<file path="config.mk">
export PLATFORM = sky130hd
export DESIGN_NAME = pdm_modulator
export DESIGN_NICKNAME = d
export VERILOG_FILES = /design/src/rtl/pdm_pkg.sv /design/src/rtl/pdm_carrier_gen.sv /design/src/rtl/pdm_level_cmp.sv /design/src/rtl/pdm_gate_map.sv /design/src/rtl/pdm_modulator.sv
export SDC_FILE = /design/constraint.sdc
export NUM_CORES = 1
export LEC_CHECK = 0
export BUFFER_PORTS_ARGS = -buffer_cell sky130_fd_sc_hd__buf_4
export CAP_MARGIN = 30
export CORE_UTILIZATION = 48
export DETAILED_ROUTE_END_ITERATION = 7
export PLACE_DENSITY_LB_ADDON = 0.05
export SLEW_MARGIN = 10
export SYNTH_ARGS = -nofsm -noshare
export SYNTH_HDL_FRONTEND = slang
export SYNTH_SLANG_ARGS = --single-unit
export TNS_END_PERCENT = 20
</file>
<file path="constraint.sdc">
create_clock -name clk -period 11.5 [get_ports clk]
set_clock_uncertainty 0.1 [all_clocks]
set_input_delay 1.15 -clock clk [delete_from_list [all_inputs] [get_ports clk]]
set_output_delay 1.15 -clock clk [all_outputs]
set_load 0.005 [all_outputs]
</file>
<file path="src/rtl/pdm_pkg.sv">
package pdm_pkg;
  localparam int unsigned NUM_BANDS = 4;
  localparam int unsigned NUM_SW    = 2 * NUM_BANDS;

  typedef logic signed [2:0] lvl_t;

  // On-window of four adjacent switches, shifted by one per level step
  function automatic logic [NUM_SW-1:0] gate_pattern(lvl_t l);
    int sh;
    sh = 2 - int'(l);
    return 8'hF0 >> sh;
  endfunction
endpackage

</file>
<file path="src/rtl/pdm_carrier_gen.sv">
module pdm_carrier_gen #(
  parameter int CW = 8
) (
  input  logic          clk,
  input  logic          rst,
  input  logic          run,
  input  logic [CW-1:0] half_i,
  output logic [CW-1:0] cnt_o
);
  logic rising_q;

  always_ff @(posedge clk) begin
    if (rst || !run) begin
      cnt_o    <= '0;
      rising_q <= 1'b1;
    end else if (rising_q) begin
      if (cnt_o >= half_i) begin
        rising_q <= 1'b0;
        cnt_o    <= cnt_o - 1'b1;
      end else begin
        cnt_o    <= cnt_o + 1'b1;
      end
    end else begin
      if (cnt_o == '0) begin
        rising_q <= 1'b1;
        cnt_o    <= cnt_o + 1'b1;
      end else begin
        cnt_o    <= cnt_o - 1'b1;
      end
    end
  end
endmodule

</file>
<file path="src/rtl/pdm_level_cmp.sv">
module pdm_level_cmp
  import pdm_pkg::*;
#(
  parameter int CW    = 8,
  parameter int REF_W = CW + 3
) (
  input  logic                    run,
  input  logic [CW-1:0]           cnt_i,
  input  logic [CW-1:0]           half_i,
  input  logic signed [REF_W-1:0] ref_i,
  output lvl_t                    lvl_next_o
);
  localparam int PADW = REF_W - CW;

  logic signed [REF_W-1:0] cnt_s, half_s;
  logic signed [REF_W-1:0] carrier [NUM_BANDS];
  logic [NUM_BANDS-1:0]    above;

  assign cnt_s  = $signed({{PADW{1'b0}}, cnt_i});
  assign half_s = $signed({{PADW{1'b0}}, half_i});

  // Lowest band sits two half-periods below the counter
  assign carrier[0] = cnt_s - half_s - half_s;

  genvar k;
  generate
    for (k = 1; k < NUM_BANDS; k++) begin : g_band
      assign carrier[k] = carrier[k-1] + half_s;
    end
    for (k = 0; k < NUM_BANDS; k++) begin : g_cmp
      // strict compare: a tie counts as not above
      assign above[k] = (ref_i > carrier[k]);
    end
  endgenerate

  always_comb begin
    if (run) lvl_next_o = lvl_t'($countones(above) - 2);
    else     lvl_next_o = '0;
  end
endmodule

</file>
<file path="src/rtl/pdm_gate_map.sv">
module pdm_gate_map
  import pdm_pkg::*;
(
  input  logic              clk,
  input  logic              rst,
  input  lvl_t              lvl_next_i,
  output logic [NUM_SW-1:0] gate_o
);
  always_ff @(posedge clk) begin
    if (rst) gate_o <= gate_pattern(lvl_t'(0));
    else     gate_o <= gate_pattern(lvl_next_i);
  end
endmodule

</file>
<file path="src/rtl/pdm_modulator.sv">
module pdm_modulator
  import pdm_pkg::*;
#(
  parameter int CW    = 8,
  parameter int REF_W = CW + 3
) (
  input  logic                    clk,
  input  logic                    rst,
  input  logic                    en,
  input  logic [CW-1:0]           half_period,
  input  logic signed [REF_W-1:0] ref_sample,
  output logic signed [2:0]       level_o,
  output logic [7:0]              gate_o
);
  logic [CW-1:0] cnt;
  lvl_t          lvl_next;

  pdm_carrier_gen #(.CW(CW)) carrier_i (
    .clk(clk), .rst(rst), .run(en), .half_i(half_period), .cnt_o(cnt)
  );

  pdm_level_cmp #(.CW(CW), .REF_W(REF_W)) cmp_i (
    .run(en), .cnt_i(cnt), .half_i(half_period), .ref_i(ref_sample),
    .lvl_next_o(lvl_next)
  );

  pdm_gate_map map_i (
    .clk(clk), .rst(rst), .lvl_next_i(lvl_next), .gate_o(gate_o)
  );

  always_ff @(posedge clk) begin
    if (rst) level_o <= '0;
    else     level_o <= lvl_next;
  end
endmodule

</file>
==> flow_metrics.py <==
metrics = {
    "status": {
        "status": "finished, final reports clean",
    },
    "worst_setup_path": {
        "path_common_cell": "ha_1",
        "end_kind": "flop",
        "critical_path_required_ns": 11.62,
        "critical_path_class": "in2reg",
        "start_kind": "input pin",
        "cpPeakStageDelay_ns": 0.34,
        "cpMaxStageDelayCell": "ha_1",
        "crit_family": "compound AO/OA/AOI/OAI gates",
        "worstPathMaxFanout": 6,
        "crit_buf_inv": 4,
        "crit_arrival_ns": 9.63,
    },
    "floorplanning": {
        "dieHeight_um": 93.8,
        "start_util_pct": 49.5,
        "die_width_um": 93.8,
        "dieArea_sq_um": 8800,
        "num_io_pins": 33,
        "rows": 33,
        "core_sq_um": 8180,
    },
    "global_routing": {
        "antenna_found_initial": 0,
        "grt_max_degree": 13,
        "grt_pass1_vias": 3484,
        "globalRouteOverflowTotal": 0,
        "grt_pass1_wl_mm": 16.0,
        "grt_usage_pct": 23.3,
    },
    "clocking": {
        "htreeDepth": 1,
        "cts_buffers": 3,
        "cts.sinks": 20,
        "cts_buffer_depth": 2,
        "cts_hold_buf": 0,
        "root_buffer": "clkbuf_8",
        "cts.clk_slew.worst_paths_ns": 0.08,
        "cts_resized": 0,
        "worstSkewPairLatency_ns": 0.27,
        "tritoncts": "built",
        "post_cts_buffers": 0,
    },
    "placement": {
        "hpwl_mm": 8.70,
        "port_buffers": 32,
        "place_congestion": 0.833,
        "placed_cells": 635,
    },
    "timing": {
        "hold_viol": 0,
        "worstMarginPinSlew_ns": 0.571,
        "max_slew_margin_pct": 61.8,
        "setup_tns_ns": 0,
        "final-max-slew-violation-count": 0,
        "fmax_ghz": 0.105,
        "rsz0062_at_grt": "false",
        "setup_viol": 0,
        "post-route-min-period_ns": 9.51,
        "fin_crit_sh_pct": 82.7,
    },
    "final_layout": {
        "layout-drive-gt1-share_pct": 10.5,
        "final_common_cell": "ha_1",
        "final_net_count": 653,
        "finalNonFillerCells": 639,
        "fillers": 805,
        "area_growth_pct": 10.9,
        "final_cell_mix": "ha_1, inv_1, o21ai_0, a21oi_1, buf_4",
        "n_antenna_cell": 0,
    },
    "synth": {
        "syn_area_sq_um": 4050,
        "yosysSeqAreaShare_pct": 9.89,
        "syn_inst": 498,
        "yosys_warnings": 0,
        "syn-num-nets": 616,
        "ys_types": 54,
        "synth-seq-cells": 20,
        "syn-mean-instance-area_sq_um": 8.13,
    },
    "flow_run": {
        "drv_cap": 0,
    },
    "worst_hold_path": {
        "hold_class": "reg2reg",
    },
    "drt": {
        "wl_per_cell_um": 15.6,
        "drt-initial-drc-count": 117,
        "postRouteAntennaNets": 0,
        "drc": 0,
        "wl_mm": 9.96,
        "first_pass_iters": 4,
        "route.vias.total": 3606,
        "via_per_inst": 5.64,
    },
}
[flip-flops by register name, summed over array words and instances, names as in the netlist]
| register | cells |
|---|---|
| carrier_i.cnt_o | 8 |
| carrier_i.rising_q | 1 |
| level_o | 3 |
| map_i.gate_o | 8 |
[per-layer routing]
metal,up-vias,routed length (um),GRT usage (%)
li1,1891,-,-
met1,1670,4610,27.6
met2,38,5150,45.9
met3,7,134,0.890
met4,0,77,4.49
met5,-,0,0
[stage by stage]
stage               hold slack [ns]  setup WS, ns  util (%)  area, sq um
floorplan                     0.352          2.82         -         4050
global placement              0.371          1.96      54.1         4420
CTS                           0.410          2.02      54.9         4490
detailed placement            0.394          1.79      54.1         4420
finish                        0.404          1.99      54.9         4490
global route                  0.431          1.28      54.9         4490
[cells by family after synthesis]
group           count (synthesis)  synth area share (%)
buf+inv                        47                  4.36
flops                          20                  9.89
simple gates                  140                  18.0
xor+xnor                       42                  9.64
mux                             7                  2.07
compound gates                146                  25.4
fa+ha+maj                      96                  30.6
[area by class of cell]
type,count,area [sq um],share of cell area [%]
Multi-Input combinational cell,431,3470,77.3
Sequential cell,20,400,8.92
Timing Repair Buffer,32,240,5.35
Inverter,47,176,3.93
Tap cell,105,131,2.93
Clock buffer,3,41.3,0.919
Clock inverter,1,30.0,0.669
[worst register-to-register path, delay by kind of cell, from the launching register on]
family          cells  cell delay, ns
fa+ha+maj          11            3.27
compound gates     15            2.56
simple gates        8            1.23
xor+xnor            5            0.87
flops               1            0.43
buf+inv             4            0.32
mux                 1            0.18
[synth_stat cells (all sizes together)]
cell type,instances,area share (%)
a2111oi,5,1.2
a211oi,7,1.4
a21boi,3,0.56
a21o,11,2.1
a21oi,33,4.1
a31oi,5,0.77
and2,6,0.93
and3,4,0.62
dfxtp,20,9.9
fa,5,2.5
ha,91,28
inv,47,4.4
mux2,1,0.28
mux2i,6,1.8
nand2,22,2.0
nand2b,15,2.3
nand3,10,1.2
nand3b,1,0.19
nand4,10,1.5
nor2,29,2.7
nor2b,18,2.8
nor3,13,1.6
nor3b,4,0.74
nor4,3,0.46
nor4b,1,0.22
o211ai,6,1.2
o21a,16,3.0
o21ai,37,5.2
o21bai,2,0.37
o22a,2,0.46
o22ai,5,0.93
o2bb2ai,1,0.22
o31a,6,1.5
o31ai,4,0.74
o32ai,1,0.68
o41a,1,0.28
o41ai,1,0.68
or2,3,0.46
or3,1,0.15
xnor2,24,5.6
xor2,18,4.1
[worst paths after layout]
path / start / to / slack [ns] / depth (start not counted)
setup reg to reg: carrier_i.cnt_o[0]$_SDFF_PP0_ / map_i.gate_o[7]$_SDFF_PP0_ / 2.52 / 44
hold / removal: carrier_i.cnt_o[0]$_SDFF_PP0_ / carrier_i.cnt_o[0]$_SDFF_PP0_ / 0.40 / 1
hold reg to reg: carrier_i.cnt_o[0]$_SDFF_PP0_ / carrier_i.cnt_o[0]$_SDFF_PP0_ / 0.40 / 1
setup / recovery: half_period[1] / map_i.gate_o[7]$_SDFF_PP0_ / 1.99 / 48
Power is not shown: default switching activity piles up to over one toggle a cycle in this logic, so the estimate is an artifact.
